## src/rtl/oep_pkg.sv

```systemverilog
`timescale 1ns/1ps
package oep_pkg;
  // bank index that follows cur; single-bank mode always stays on bank 0
  function automatic logic next_bank(input logic cur, input logic two);
    return two ? ~cur : 1'b0;
  endfunction

  // a CSR bit written as 0 requests a clear; a written 1 is ignored
  function automatic logic clear_req(input logic wr, input logic val);
    return wr & ~val;
  endfunction
endpackage

```

## src/rtl/oep_rx_fill.sv

```systemverilog
`timescale 1ns/1ps
module oep_rx_fill
  import oep_pkg::*;
#(
  parameter int DEPTH = 8,
  parameter int CW    = $clog2(DEPTH + 1)
) (
  input  logic          clk,
  input  logic          rst_n,
  input  logic          enable,
  input  logic          two_banks,
  input  logic          usb_tok,
  input  logic          usb_wr,
  input  logic          usb_end,
  input  logic          bank_free,
  output logic          rx_on,
  output logic          wr_bank,
  output logic [CW-1:0] wptr,
  output logic          wr_en,
  output logic          commit,
  output logic          hs_ack,
  output logic          hs_nak
);
  logic end_evt;

  assign end_evt = enable & usb_end & ~usb_tok;
  assign commit  = end_evt & rx_on;
  assign hs_ack  = commit;
  assign hs_nak  = end_evt & ~rx_on;
  assign wr_en   = enable & usb_wr & ~usb_tok & ~usb_end & rx_on & (wptr < CW'(DEPTH));

  always_ff @(posedge clk) begin
    if (!rst_n || !enable) begin
      rx_on   <= 1'b0;
      wr_bank <= 1'b0;
      wptr    <= '0;
    end else if (usb_tok) begin
      rx_on <= bank_free;
      wptr  <= '0;
    end else if (usb_end) begin
      rx_on <= 1'b0;
      if (rx_on) wr_bank <= next_bank(wr_bank, two_banks);
    end else if (wr_en) begin
      wptr <= wptr + 1'b1;
    end
  end
endmodule

```

## src/rtl/oep_bank_store.sv

```systemverilog
`timescale 1ns/1ps
module oep_bank_store #(
  parameter int DW    = 8,
  parameter int DEPTH = 8,
  parameter int CW    = $clog2(DEPTH + 1)
) (
  input  logic          clk,
  input  logic          rst_n,
  input  logic          enable,
  input  logic          wr_en,
  input  logic          wr_bank,
  input  logic [CW-1:0] wptr,
  input  logic [DW-1:0] wdata,
  input  logic          commit,
  input  logic          release_bank,
  input  logic          rd_bank,
  input  logic [CW-1:0] rptr,
  output logic [1:0]    full,
  output logic [CW-1:0] rd_count,
  output logic [DW-1:0] rd_data
);
  localparam int NB = 2;
  localparam int IW = (DEPTH > 1) ? $clog2(DEPTH) : 1;

  logic [DW-1:0] bank_rd  [NB];
  logic [CW-1:0] bank_cnt [NB];

  for (genvar b = 0; b < NB; b++) begin : g_bank
    logic [DW-1:0] mem_q [DEPTH];
    logic [CW-1:0] cnt_q;
    logic          full_q;

    always_ff @(posedge clk) begin
      if (wr_en && wr_bank == b[0]) mem_q[wptr[IW-1:0]] <= wdata;
    end

    always_ff @(posedge clk) begin
      if (!rst_n || !enable) begin
        cnt_q  <= '0;
        full_q <= 1'b0;
      end else if (commit && wr_bank == b[0]) begin
        cnt_q  <= wptr;
        full_q <= 1'b1;
      end else if (release_bank && rd_bank == b[0]) begin
        full_q <= 1'b0;
      end
    end

    assign bank_rd[b]  = mem_q[rptr[IW-1:0]];
    assign bank_cnt[b] = cnt_q;
    assign full[b]     = full_q;
  end

  assign rd_count = bank_cnt[rd_bank];
  assign rd_data  = (rptr < rd_count) ? bank_rd[rd_bank] : '0;
endmodule

```

## src/rtl/oep_cpu_ctl.sv

```systemverilog
`timescale 1ns/1ps
module oep_cpu_ctl
  import oep_pkg::*;
#(
  parameter int CW = 4
) (
  input  logic          clk,
  input  logic          rst_n,
  input  logic          enable,
  input  logic          two_banks,
  input  logic          csr_wr,
  input  logic          csr_flag_val,
  input  logic          csr_busy_val,
  input  logic          cpu_rd,
  input  logic          irq_en,
  input  logic          rd_full,
  input  logic [CW-1:0] rd_count,
  output logic          busy,
  output logic          flag,
  output logic          irq,
  output logic          rd_bank,
  output logic [CW-1:0] rptr,
  output logic          release_bank,
  output logic          present,
  output logic          flag_clr
);
  logic busy_clr;

  assign flag_clr     = clear_req(csr_wr, csr_flag_val);
  assign busy_clr     = clear_req(csr_wr, csr_busy_val);
  assign release_bank = enable & busy_clr & busy;
  assign present      = enable & ~busy & rd_full & ~busy_clr;
  assign irq          = flag & irq_en;

  always_ff @(posedge clk) begin
    if (!rst_n || !enable) begin
      busy    <= 1'b0;
      rd_bank <= 1'b0;
      rptr    <= '0;
    end else if (release_bank) begin
      busy    <= 1'b0;
      rd_bank <= next_bank(rd_bank, two_banks);
      rptr    <= '0;
    end else if (present) begin
      busy <= 1'b1;
      rptr <= '0;
    end else if (cpu_rd && busy && rptr < rd_count) begin
      rptr <= rptr + 1'b1;
    end
  end

  always_ff @(posedge clk) begin
    if (!rst_n || !enable) flag <= 1'b0;
    else if (flag_clr)     flag <= 1'b0;
    else if (present)      flag <= 1'b1;
  end
endmodule

```

## src/rtl/oep_out_bank_mgr.sv

```systemverilog
`timescale 1ns/1ps
module oep_out_bank_mgr #(
  parameter int DW    = 8,
  parameter int DEPTH = 8
) (
  input  logic                         clk,
  input  logic                         rst_n,
  input  logic                         cfg_enable,
  input  logic                         cfg_two_banks,
  input  logic                         irq_en,
  input  logic                         usb_tok,
  input  logic                         usb_wr,
  input  logic [DW-1:0]                usb_wdata,
  input  logic                         usb_end,
  output logic                         hs_ack,
  output logic                         hs_nak,
  input  logic                         cpu_rd,
  output logic [DW-1:0]                cpu_rdata,
  output logic [$clog2(DEPTH+1)-1:0]   cpu_count,
  input  logic                         csr_wr,
  input  logic                         csr_flag_val,
  input  logic                         csr_busy_val,
  output logic                         pkt_flag,
  output logic                         bank_busy,
  output logic                         irq
);
  localparam int CW = $clog2(DEPTH + 1);

  // named internal events, visible to the bound checker
  logic          rx_on, wr_bank, wr_en, commit, bank_free;
  logic          rd_bank, release_bank, present, flag_clr;
  logic [CW-1:0] wptr, rptr, rd_count;
  logic [DW-1:0] rd_data;
  logic [1:0]    full;

  assign bank_free = ~full[wr_bank];

  oep_rx_fill #(.DEPTH(DEPTH), .CW(CW)) u_rx (
    .clk(clk), .rst_n(rst_n), .enable(cfg_enable), .two_banks(cfg_two_banks),
    .usb_tok(usb_tok), .usb_wr(usb_wr), .usb_end(usb_end), .bank_free(bank_free),
    .rx_on(rx_on), .wr_bank(wr_bank), .wptr(wptr), .wr_en(wr_en),
    .commit(commit), .hs_ack(hs_ack), .hs_nak(hs_nak)
  );

  oep_bank_store #(.DW(DW), .DEPTH(DEPTH), .CW(CW)) u_store (
    .clk(clk), .rst_n(rst_n), .enable(cfg_enable), .wr_en(wr_en),
    .wr_bank(wr_bank), .wptr(wptr), .wdata(usb_wdata), .commit(commit),
    .release_bank(release_bank), .rd_bank(rd_bank), .rptr(rptr),
    .full(full), .rd_count(rd_count), .rd_data(rd_data)
  );

  oep_cpu_ctl #(.CW(CW)) u_cpu (
    .clk(clk), .rst_n(rst_n), .enable(cfg_enable), .two_banks(cfg_two_banks),
    .csr_wr(csr_wr), .csr_flag_val(csr_flag_val), .csr_busy_val(csr_busy_val),
    .cpu_rd(cpu_rd), .irq_en(irq_en), .rd_full(full[rd_bank]), .rd_count(rd_count),
    .busy(bank_busy), .flag(pkt_flag), .irq(irq), .rd_bank(rd_bank), .rptr(rptr),
    .release_bank(release_bank), .present(present), .flag_clr(flag_clr)
  );

  assign cpu_count = bank_busy ? rd_count : '0;
  assign cpu_rdata = bank_busy ? rd_data  : '0;
endmodule

```

## config.mk

```make
export PLATFORM = sky130hd
export DESIGN_NAME = oep_out_bank_mgr
export DESIGN_NICKNAME = d
export VERILOG_FILES = /design/src/rtl/oep_pkg.sv /design/src/rtl/oep_rx_fill.sv /design/src/rtl/oep_bank_store.sv /design/src/rtl/oep_cpu_ctl.sv /design/src/rtl/oep_out_bank_mgr.sv
export SDC_FILE = /design/constraint.sdc
export NUM_CORES = 1
export LEC_CHECK = 0
export BUFFER_PORTS_ARGS = -buffer_cell sky130_fd_sc_hd__buf_2
export CAP_MARGIN = 20
export CORE_ASPECT_RATIO = 1.2
export CORE_MARGIN = 2
export CORE_UTILIZATION = 60
export CTS_CLUSTER_DIAMETER = 200
export DETAILED_ROUTE_END_ITERATION = 7
export PLACE_DENSITY = 0.79
export SETUP_SLACK_MARGIN = 0.05
export SKIP_CTS_REPAIR_TIMING = 1
export SLEW_MARGIN = 20
export SYNTH_ARGS = -nofsm -noshare
export SYNTH_HDL_FRONTEND = slang
export SYNTH_SLANG_ARGS = --single-unit
```

## constraint.sdc

```tcl
create_clock -name clk -period 3.2 [get_ports clk]
set_input_delay 0.16 -clock clk [delete_from_list [all_inputs] [get_ports clk]]
set_output_delay 0.16 -clock clk [all_outputs]
set_load 0.02 [all_outputs]
```

## Word level (Yosys, flattened, before mapping)

Memories as Yosys holds them, arrays and structs flattened. A register that Yosys moved wholly into a read port is not among the register bits.
Index checks and enable logic that the tools add are counted.

- Register bits after elaboration: 23
- Latch bits: 0
- Bits in writable memories: 128
- Memory bits (read-only): 0
- Input bits: 20
- Output and inout bits: 17
- Memories kept: 2

Memory list:

| name | words | bits a word | read ports | clocked after Yosys merged registers in | wr ports | line | source |
|---|---|---|---|---|---|---|---|
| u_store.g_bank[0].mem_q | 8 | 8 | 1 | 1 | 1 | oep_bank_store.sv:29 | `logic [DW-1:0] mem_q [DEPTH];` |
| u_store.g_bank[1].mem_q | 8 | 8 | 1 | 1 | 1 | oep_bank_store.sv:29 |  |

- Add/sub/neg operators: 2
- $mul: 0
- Divide/modulo/power cells: 0
- Magnitude comparators: 5
- Equality and inequality tests: 0
- Shift-type cells: 0
- Multiplexer cells: 29
- Bitwise gates (word level): 28
- Reductions and logical operators: 20

Operators by type and width:

| cell | count |
|---|---|
| $mux 8 | 5 |
| $and 1x1->1 | 17 |
| $mux 1 | 16 |
| $mux 4 | 4 |
| $mux 3 | 4 |
| $not 1->1 | 10 |
| $add 4x1->4 const B | 2 |
| $logic_and 1x1->1 | 8 |
| $reduce_bool 2->1 | 3 |
| $reduce_or 2->1 | 3 |
| $lt 1x2->1 const B | 2 |
| $lt 4x4->1 | 1 |
| $lt 4x4->1 const B | 1 |
| $reduce_and 3->1 | 1 |
| $reduce_or 3->1 | 1 |
| $ge 2x2->1 const B | 1 |
| $logic_not 1->1 | 2 |
| $not 1->2 | 1 |
| $reduce_and 2->1 | 1 |
| $logic_or 1x1->1 | 1 |

## Depth between registers and ports, before layout

Gate-level depths: netlist (run 1).

- Word-level depth: 8
- Gate-level depth with buffers: 9
- Gate-level depth less buffers: 7

## Modules after synthesis

Synthesis (run 1) repeated with hierarchy kept, for this count alone.

- Cells, all modules: 390
- Area, all modules: 6,358.6 sq um

Modules (own cells, without submodules):

| module | times used | cells an instance | area an instance (sq um) |
|---|---|---|---|
| oep_bank_store | 1 | 293 | 5,500.3 |
| oep_cpu_ctl | 1 | 49 | 441.7 |
| oep_rx_fill | 1 | 33 | 295.3 |
| oep_out_bank_mgr | 1 | 15 | 121.4 |

## Worst setup path before layout (run 1)

No wires, ideal clock.

- Path type: reg2out
- From: reg u_cpu.rd_bank
- To: out cpu_rdata[6]
- Data arrival time: 2.147 ns
- Required time: 3.040 ns
- Setup slack: 0.893 ns
- Stages on the path, launching flop included: 10
- Path buffers: 2
- Cells stage by stage: dfxtp_1 > buf_6 > mux2i_1 > ha_1 > o21a_1 > o21ai_0 > o21ai_0 > or2_1 > buf_2 > o2bb2ai_1

- Longest elaborated chain between the ends: 7
- Elaborated cells between the ends (all ways): 10
- Those cells by class: order compare: 1; mux: 8; bitwise: 1

RTL lines:

| item | line | source |
|---|---|---|
| start, declared | oep_cpu_ctl.sv:21 | `output logic rd_bank,` |
| start signal, assigned | oep_cpu_ctl.sv:42 | `rd_bank <= next_bank(rd_bank, two_banks);` |
| $not 1->2 (not written as such) (*) | oep_bank_store.sv:54, oep_bank_store.sv:55 |  |
| $mux 4 (not written as such) (3 in a row) | oep_bank_store.sv:54 | `assign rd_count = bank_cnt[rd_bank];` |
| $lt 4x4->1 | oep_bank_store.sv:55 | `assign rd_data = (rptr < rd_count) ? bank_rd[rd_bank] : '0;` |
| $mux 8 (*) | oep_bank_store.sv:55 |  |
| $mux 8 (*) | oep_out_bank_mgr.sv:61 | `assign cpu_rdata = bank_busy ? rd_data : '0;` |
| end, declared | oep_out_bank_mgr.sv:18 | `output logic [DW-1:0] cpu_rdata,` |

Mark *: on every way between the ends. The rest lies on a longest branch, timed or not. The select of a mux whose other input is x is not followed.

## Worst setup path in the final report (run 1)

Same ends and word-level chain as after synthesis.

==> results of run 1 <==
[logic make-up after synthesis]
logic type,share of synthesized area
mux,0.1612
fa+ha+maj,0.01007
simple gates,0.07091
flops,0.7027
compound gates,0.03263
buf+inv,0.01833
xor+xnor,0.004231
[power by group]
| part | internal (uW) | switching [uW] | leakage (uW) | total [uW] |
|---|---|---|---|---|
| registers | 2170 | 0.919 | 0.00136 | 2170 |
| clock network | 1140 | 731 | 0.000286 | 1870 |
| logic | 14.0 | 38.0 | 0.000658 | 52.0 |
[synthesized netlist by cell type]
cell type / count / area, um2
edfxtp_1: 128 / 3844
mux4_2: 32 / 720.7
nor2_1: 27 / 101.4
dfxtp_1: 26 / 520.5
mux2i_1: 19 / 190.2
nand2_1: 14 / 52.55
a21oi_1: 11 / 55.05
nor3_1: 11 / 55.05
mux2_2: 8 / 90.09
nand3_1: 8 / 40.04
o2bb2ai_1: 8 / 70.07
clkbuf_1: 7 / 26.28
nor2b_1: 7 / 43.79
o21ai_0: 7 / 35.03
buf_2: 6 / 30.03
ha_1: 5 / 62.56
buf_6: 3 / 33.78
inv_1: 3 / 11.26
nand2b_1: 3 / 18.77
or3_1: 3 / 18.77
and2_1: 2 / 12.51
buf_1: 2 / 7.510
o21a_1: 2 / 15.01
xor2_1: 2 / 17.52
a21boi_0: 1 / 7.510
and2b_2: 1 / 8.760
and4_1: 1 / 8.760
clkbuf_2: 1 / 5.000
nand3b_1: 1 / 7.510
nand4_1: 1 / 6.260
nand4b_1: 1 / 8.760
nor3_2: 1 / 10.01
nor3b_1: 1 / 7.510
nor4_1: 1 / 6.260
nor4_2: 1 / 12.51
nor4b_1: 1 / 8.760
o211ai_1: 1 / 7.510
o211ai_2: 1 / 12.51
or2_1: 1 / 6.260
or2_2: 1 / 6.260
xnor2_1: 1 / 8.760
[flip-flops by register name, summed over array words and instances (netlist names), named ones only]
name                   flops
u_rx.wr_bank               1
u_cpu.busy                 1
u_store.g_bank.mem_q     128
u_cpu.rptr                 4
u_store.g_bank.full_q      2
u_rx.rx_on                 1
u_cpu.rd_bank              1
u_cpu.flag                 1
u_rx.wptr                  4
u_store.g_bank.cnt_q       8
[final cells by class]
type | count | share of cell area
Inverter | 3 | 0.001578
Timing Repair Buffer | 52 | 0.04207
Tap cell | 126 | 0.02209
Clock inverter | 9 | 0.009816
Clock buffer | 23 | 0.06836
Multi-Input combinational cell | 185 | 0.2443
Sequential cell | 154 | 0.6117
[cells in the final DEF, fill, tap and decap left out, types with 11 or more instances in the layout]
cell type / instances
edfxtp_1: 128
buf_2: 36
mux4_2: 32
nor2_1: 26
dfxtp_1: 24
mux2i_1: 19
clkbuf_16: 17
buf_4: 16
nand2_1: 14
nor3_1: 11
a21oi_1: 11
[metrics by stage]
stage,total power [uW],setup WS (ns),hold WS [ns]
finish,4093,0.2022,0.008076
global route,4213,0.06020,0.001429
CTS,4112,-0.03145,-0.007194
detailed placement,2264,0.4280,0.4338
global placement,2261,0.5284,0.4330
floorplan,2227,0.8932,0.2589
[metal layers]
layer | share of wire | track usage
met1 | 0.40 | 0.2843
met2 | 0.53 | 0.4028
met3 | 0.058 | 0.05730
met4 | 0.017 | 0.09859
met5 | 0 | 0
[critical path, stage by stage, from the launching register on]
cell	delay (ns)
dfxtp_2	0.46
mux2i_1	0.30
ha_1	0.28
o21a_1	0.18
o21ai_0	0.22
o21ai_0	0.20
nor2_2	0.36
o2bb2ai_1	0.21
buf_2	0.22
[worst paths after layout]
path	to	slack, ns	depth (start not counted)
hold reg to reg	u_store.g_bank[1].cnt_q[0]$_SDFFE_PP0P_	0.46	2
setup reg to reg	u_store.g_bank[0].mem_q[5][0]$_DFFE_PP_	0.88	4
hold / removal	u_rx.wptr[0]$_SDFFE_PP0P_	0.008	2
setup / recovery	cpu_rdata[6]	0.20	8
==> run_results.csv, run 1 <==
group,metric,value,unit
timing,finalSetupViolCount,0,
grt,grt_max_degree,18,
job,max-cap-violations,0,
worst_setup_path,arrival,2.84,ns
finish,fin_nets,438,
drt,routed_via_density,6.082,
place,place.gp.congestion,0.8653,
finish,layout-drive-gt1-share,0.3099,
finish,fin_util,0.7096,
grt,grt_pass1_wl,18960,um
grt,grt_usage,0.2327,
floorplanning,ios,37,
drt,drt_iter0_drc,312,
worst_setup_path,crit_path_start_kind,"flip-flop",
timing,max_slew.worst_pin.slew,1.002,ns
finish,fill_cells,602,
cts,cts_buffers,17,
timing,timing.slew.headroom,0.3298,
worst_hold_path,hold_path_class,"input port to flip-flop",
cts,clk_latency,0.42,ns
finish,diodes,0,
cts,clkTransAtPathRegs,0.06,ns
place,dpl.cell_count,520,
drt,firstDrtPassIters,7,
grt,grt_overflow,0,
finish,fin_cells,552,
drt,ant_nets,0,
floorplanning,fp.dieH,115.5,um
timing,fmax,0.3336,GHz
cts,cts_root_buffer,"clkbuf_16",
cts,clockBufferDepth,2,
synthesis,synth_seq_cells,154,
drt,drcViolationCount,0,
timing,finalClockSkew,0.004478,ns
timing,period_minus_slack,2.998,ns
finish,final-seq-area,4367,um2
drt,wirelength,12060,um
place,hpwlAfterDp,7790,um
finish,final_area,7138,um2
place,io_buffers,36,
cts,cts_htree_levels,4,
synthesis,synth_cell_types,41,
power,vdd_ir_drop_max,348.1,uV
timing,rsz0062_at_grt,"false",
worst_setup_path,crit_type,"flip-flop to output pin",
power,p_leak,0.002305,uW
worst_setup_path,reg2reg_from,"u_rx.rx_on$_SDFFE_PP0P_",
worst_setup_path,worstPathRequired,3.04,ns
synthesis,seq_area_frac_synth,0.7027,
worst_hold_path,min-delay-start,"usb_tok",
drt,vias,3357,
synthesis,yosysWarnings,0,
synthesis,synthCells,361,
timing,fin_tns_setup,0,ns
finish,multi_input_area,1744,um2
finish,syn_to_final_growth,14.93,%
cts,cts_tree,"yes",
drt,routedWlPerCell,21.85,um
floorplanning,die-width,96.88,um
synthesis,synth_nets,386,
place,placedInstanceArea,6574,um2
worst_setup_path,path_max_fanout,10,
worst_setup_path,endpoint_kind,"output pin",
grt,grt_pass1_vias,3507,
synthesis,syn_area,6211,um2
floorplanning,rows,40,
grt,antenna_found_initial,0,
timing,timing.final.crit_share,0.9368,
timing,slew_viol_final,0,
synthesis,avgSynthCellArea,17.20,um2
timing,hold_viol_final,0,
cts,clock-sinks,154,
floorplanning,start_util,0.6174,
worst_setup_path,crit_path_start,"u_cpu.rd_bank$_SDFFE_PP0P_",
floorplanning,dieArea,11190,um2
power,p_per_area,573.4,nW/um2
run_status,status,"finished clean",
floorplanning,core,10060,um2
Power figures use the tool's default switching activity.
==> run 2, diff against run 1 <==
--- a/config.mk
+++ b/config.mk
@@ -13,5 +13,5 @@
 export CTS_CLUSTER_DIAMETER = 200
 export DETAILED_ROUTE_END_ITERATION = 7
-export PLACE_DENSITY = 0.79
+export PLACE_DENSITY_LB_ADDON = 0.08
 export SETUP_SLACK_MARGIN = 0.05
 export SKIP_CTS_REPAIR_TIMING = 1
==> constraint.sdc (replaced) <==
create_clock -name clk -period 3.2 [get_ports clk]
set_input_delay 0.48 -clock clk [delete_from_list [all_inputs] [get_ports clk]]
set_output_delay 0.48 -clock clk [all_outputs]
set_load 0.02 [all_outputs]
==> run_results.csv, run 2 (synthesis gave the netlist of run 1 again) <==
group,metric,value,unit
cts,clkTransAtPathRegs,0.06,ns
timing,max_slew.worst_pin.slew,0.6235,ns
power,p_leak,0.002352,uW
finish,largest_reg_flops,128,
timing,fin_tns_setup,0,ns
power,pwr-share-clk,0.472,
worst_setup_path,rrSetupSlack,1.11,ns
grt,use_met2,0.3986,
power,p_seq_frac,0.516,
worst_setup_path,cp-endpoint,"cpu_rdata[6]",
worst_setup_path,cp_top_family,"compound AO/OA/AOI/OAI gates",
floorplanning,dieArea,11190,um2
cts,clk_latency,0.41,ns
finish,fin_cells,557,
power,comb_power_share,0.012,
worst_hold_path,hold_path_class,"input port to flip-flop",
power,p_sw_frac,0.1769,
power,power_switching,744.6,uW
place,place_worst_setup_slack,0.5140,ns
power,p_per_area,580.6,nW/um2
worst_setup_path,crit_path_start,"u_cpu.rd_bank$_SDFFE_PP0P_",
cts,clockBufferDepth,2,
worst_setup_path,worst_path_max_delay_cell,"dfxtp_1",
drt,firstDrtPassIters,4,
finish,syn_to_final_growth,16.74,%
timing,rsz0062_at_grt,"false",
timing,period_minus_slack,2.928,ns
grt,grt_usage,0.2306,
cts,cts_root_buffer,"clkbuf_16",
floorplanning,start_util,0.6174,
floorplanning,rows,40,
place,hpwlAfterDp,7849,um
finish,layout-drive-gt1-share,0.3109,
cts,cts_buffers,17,
timing,timing.final.crit_share,0.9150,
worst_setup_path,crit_cells,8,
worst_setup_path,crit_type,"flip-flop to output pin",
finish,fin_util,0.7208,
finish,fill_cells,632,
cts,cts_htree_levels,4,
worst_setup_path,slowest_delay,0.39,ns
cts,cts_tree,"yes",
worst_setup_path,path_max_fanout,8,
drt,vias,3322,
cts,clock-sinks,154,
floorplanning,core,10060,um2
grt,grt_overflow,0,
timing,finalSetupViolCount,0,
grt,grt.busiest_layer,"met2",
grt,grt_pass1_wl,18860,um
worst_setup_path,arrival,2.45,ns
worst_setup_path,crit_path_start_kind,"flip-flop",
power,power.internal,3465,uW
place,dpl.cell_count,526,
worst_setup_path,worstPathRequired,2.72,ns
worst_setup_path,crit_chain,"mux2i_2 -> ha_1 -> o21a_1 -> o21ai_2 -> o21ai_0 -> or2_4 -> o2bb2ai_1 -> buf_2",
worst_setup_path,r2r_end,"u_store.g_bank[1].mem_q[7][3]$_DFFE_PP_",
grt,grtUsageMet3,0.05911,
worst_setup_path,worstRegToRegCells,5,
drt,routedWlPerCell,21.27,um
finish,diodes,0,
drt,routed_via_density,5.964,
power,vdd_ir_drop_max,375.7,uV
drt,drcViolationCount,0,
finish,fin_nets,444,
worst_setup_path,worst-path-buf-inv,1,
timing,finalClockSkew,0.007126,ns
job,max-cap-violations,0,
timing,slew_viol_final,0,
finish,layout_common_cells,"128 x edfxtp_1, 35 x buf_2, 32 x mux4_2",
place,place.gp.congestion,0.8571,
timing,fmax,0.3415,GHz
floorplanning,die-width,96.88,um
drt,wirelength,11850,um
worst_setup_path,reg2reg_from,"u_rx.rx_on$_SDFFE_PP0P_",
timing,setup_ws,0.2721,ns
grt,grt_max_degree,21,
place,io_buffers,36,
run_status,status,"finished clean",
drt,drt_iter0_drc,198,
grt,antenna_found_initial,0,
worst_setup_path,endpoint_kind,"output pin",
timing,hold_viol_final,0,
timing,timing.slew.headroom,0.5785,
grt,grtUsageMet1,0.2844,
floorplanning,fp.dieH,115.5,um
grt,grt_pass1_vias,3499,
floorplanning,ios,37,
drt,ant_nets,0,
finish,final_common_cell,"edfxtp_1",
[run 2: worst min-delay path by stage]
stage	start	to	slack [ns]	cells after the start
after floorplan	u_store.g_bank[1].cnt_q[0]$_SDFFE_PP0P_	u_store.g_bank[1].cnt_q[0]$_SDFFE_PP0P_	0.44	2
after global placement	u_store.g_bank[1].cnt_q[0]$_SDFFE_PP0P_	u_store.g_bank[1].cnt_q[0]$_SDFFE_PP0P_	0.45	2
after detailed placement	u_store.g_bank[1].cnt_q[2]$_SDFFE_PP0P_	u_store.g_bank[1].cnt_q[2]$_SDFFE_PP0P_	0.46	2
after CTS	usb_tok	u_rx.wptr[0]$_SDFFE_PP0P_	0.32	2
after global routing	usb_tok	u_rx.wptr[0]$_SDFFE_PP0P_	0.34	2
final	usb_tok	u_rx.wptr[0]$_SDFFE_PP0P_	0.33	2
[run 2: through the flow]
stage / power (uW) / area [um2] / hold slack [ns]
after CTS: 4242 / 7232 / 0.3180
after floorplan: 2227 / 6211 / 0.4360
after global routing: 4324 / 7251 / 0.3418
final: 4210 / 7251 / 0.3316
after global placement: 2263 / 6644 / 0.4484
after detailed placement: 2265 / 6644 / 0.4566
[run 2: power by group through the flow]
stage	Combinational [uW]	Sequential [uW]	Clock, uW
global route	59.0	2170	2100
finish	52.5	2170	1990
global placement	50.7	2210	0
floorplan	14.3	2210	0
CTS	53.2	2170	2020
detailed placement	53.4	2210	0
[run 2: area by class of cell]
class                   instances  area, um2  area share
clock buffers                  19      432.9     0.05971
inverters                       3      11.26    0.001553
repair buffers                 58      372.9     0.05142
multi-input cells             185       1755      0.2421
well taps                     126      157.7     0.02174
clock inverters                12      155.1     0.02140
flip-flops and latches        154       4365      0.6021
[run 2: per-layer routing]
metal	wire [um]	part of all wire
met5	0	0
met4	234	0.020
met3	632	0.053
met2	6188	0.52
met1	4793	0.40
==> run 3, diff against run 2 <==
- CORE_ASPECT_RATIO: 1.2 -> 0.7
- CORE_MARGIN: 2 -> 3
- HOLD_SLACK_MARGIN: unset -> 0.02
==> run_results.csv, run 3 (synthesis gave the netlist of run 1 again) <==
group,metric,value,unit
worst_hold_path,hold_path_class,"input port to flip-flop",
worst_setup_path,worst_path_max_delay_cell,"dfxtp_1",
place,placedInstanceArea,6626,um2
timing,timing.final.crit_share,0.9370,
floorplanning,fp.dieH,91.13,um
place,place.gp.congestion,0.7579,
drt,drcViolationCount,0,
timing,finalSetupViolCount,0,
cts,cts_htree_levels,4,
drt,firstDrtPassIters,4,
place,io_buffers,36,
timing,fmax,0.3335,GHz
grt,antenna_found_initial,0,
worst_setup_path,crit_type,"flip-flop to output pin",
grt,grt_pass1_vias,3403,
finish,fin_nets,444,
worst_setup_path,slowest_delay,0.39,ns
finish,largest_reg_flops,128,
drt,routedWlPerCell,21.72,um
finish,final_common_cell,"edfxtp_1",
floorplanning,rows,30,
power,p_leak,0.002347,uW
power,vdd_ir_drop_max,372.7,uV
finish,layout_common_cells,"128 x edfxtp_1, 36 x buf_2, 32 x mux4_2",
floorplanning,dieArea,11630,um2
worst_setup_path,crit_path_start_kind,"flip-flop",
power,p_per_area,592.7,nW/um2
floorplanning,core,9872,um2
cts,cts_root_buffer,"clkbuf_16",
finish,final_area,7264,um2
drt,drt_iter0_drc,313,
job,max-cap-violations,0,
floorplanning,die-width,127.6,um
cts,clk_latency,0.41,ns
worst_setup_path,arrival,2.52,ns
drt,ant_nets,0,
drt,wirelength,12170,um
finish,fill_cells,586,
worst_setup_path,worstPathRequired,2.72,ns
finish,diodes,0,
timing,slew_viol_final,0,
finish,syn_to_final_growth,16.96,%
timing,rsz0062_at_grt,"false",
cts,clock-sinks,154,
timing,period_minus_slack,2.998,ns
finish,layout-drive-gt1-share,0.3194,
worst_setup_path,worstRegToRegCells,5,
drt,vias,3398,
floorplanning,ios,37,
grt,grt_overflow,0,
timing,holdWs,0.3374,ns
worst_setup_path,endpoint_kind,"output pin",
worst_setup_path,path_max_fanout,8,
grt,grt_usage,0.2253,
timing,timing.slew.headroom,0.4707,
timing,max_slew.worst_pin.slew,0.7929,ns
timing,hold_viol_final,0,
cts,cts_buffers,17,
cts,cts_tree,"yes",
place,hpwlAfterDp,7842,um
worst_setup_path,rrSetupSlack,1.05,ns
cts,clockBufferDepth,2,
cts,clkTransAtPathRegs,0.06,ns
grt,grt_max_degree,33,
worst_hold_path,whs_path_depth,2,
grt,grt_pass1_wl,19040,um
run_status,status,"finished clean",
drt,routed_via_density,6.068,
floorplanning,start_util,0.6292,
worst_setup_path,crit_chain,"mux2i_2 -> ha_1 -> o21a_1 -> o21ai_1 -> o21ai_0 -> or2_4 -> o2bb2ai_1 -> buf_2",
timing,finalClockSkew,0.007368,ns
-- run 3: cell count changes in the layout (fill, tap and decap cells not counted) --
cell        delta
buf_12         -1
buf_2          +1
clkbuf_1       -2
clkinv_1       -3
clkinv_2       -2
clkinv_4       +2
clkinvlp_4     +4
inv_6          +2
o21ai_1        +1
o21ai_2        -1
o2bb2ai_1      +1
o2bb2ai_2      -1
-- run 3: layout make-up --
| class | count | area, um2 | share of cell area |
|---|---|---|---|
| sequential | 154 | 4365 | 0.6009 |
| multi-input combinational | 185 | 1745 | 0.2403 |
| clock buffer | 17 | 425.4 | 0.05856 |
| timing repair buffer | 58 | 357.8 | 0.04926 |
| clock inverter | 15 | 198.9 | 0.02739 |
| tap | 128 | 160.2 | 0.02205 |
| inverter | 3 | 11.26 | 0.001550 |
-- run 3: path summary, 6_finish.rpt --
kind / start / to
setup / recovery: u_cpu.rd_bank$_SDFFE_PP0P_ / cpu_rdata[1]
hold / removal: usb_tok / u_rx.wptr[0]$_SDFFE_PP0P_
setup reg to reg: u_rx.rx_on$_SDFFE_PP0P_ / u_store.g_bank[1].mem_q[7][0]$_DFFE_PP_
hold reg to reg: u_store.g_bank[1].cnt_q[0]$_SDFFE_PP0P_ / u_store.g_bank[1].cnt_q[0]$_SDFFE_PP0P_
-- run 3: power breakdown --
part | switching [uW] | internal (uW) | leakage (uW)
sequential | 0.871 | 2170 | 0.00136
clock | 778 | 1310 | 0.000293
combinational | 39.0 | 14.0 | 0.000694
-- run 3: worst max-delay path, delay by kind of cell, from the launching register on --
family | cells | cell delay, ns
and+or+nand+nor | 1 | 0.32
adders and majority gates | 1 | 0.26
muxes | 1 | 0.25
AOI/OAI and AO/OA | 4 | 0.70
DFF | 1 | 0.39
buffers and inverters | 1 | 0.19
-- run 3: metrics by stage --
stage	std cells	TNS [ns]	worst slack (ns)	util	power (uW)
after global routing	560	0	0.07935	0.7359	4431
after global placement	527	0	0.4972	0.6712	2262
final	560	0	0.2017	0.7359	4306
after detailed placement	527	0	0.3493	0.6712	2265
after floorplan	361	0	0.5732	-	2227
after CTS	559	-0.5866	-0.09874	0.7345	4336
-- run 3: routing by layer --
| metal | global-route usage | wire length [um] |
|---|---|---|
| met1 | 0.3212 | 5280 |
| met2 | 0.3437 | 5748 |
| met3 | 0.05644 | 906 |
| met4 | 0.07951 | 231 |
| met5 | 0 | 0 |
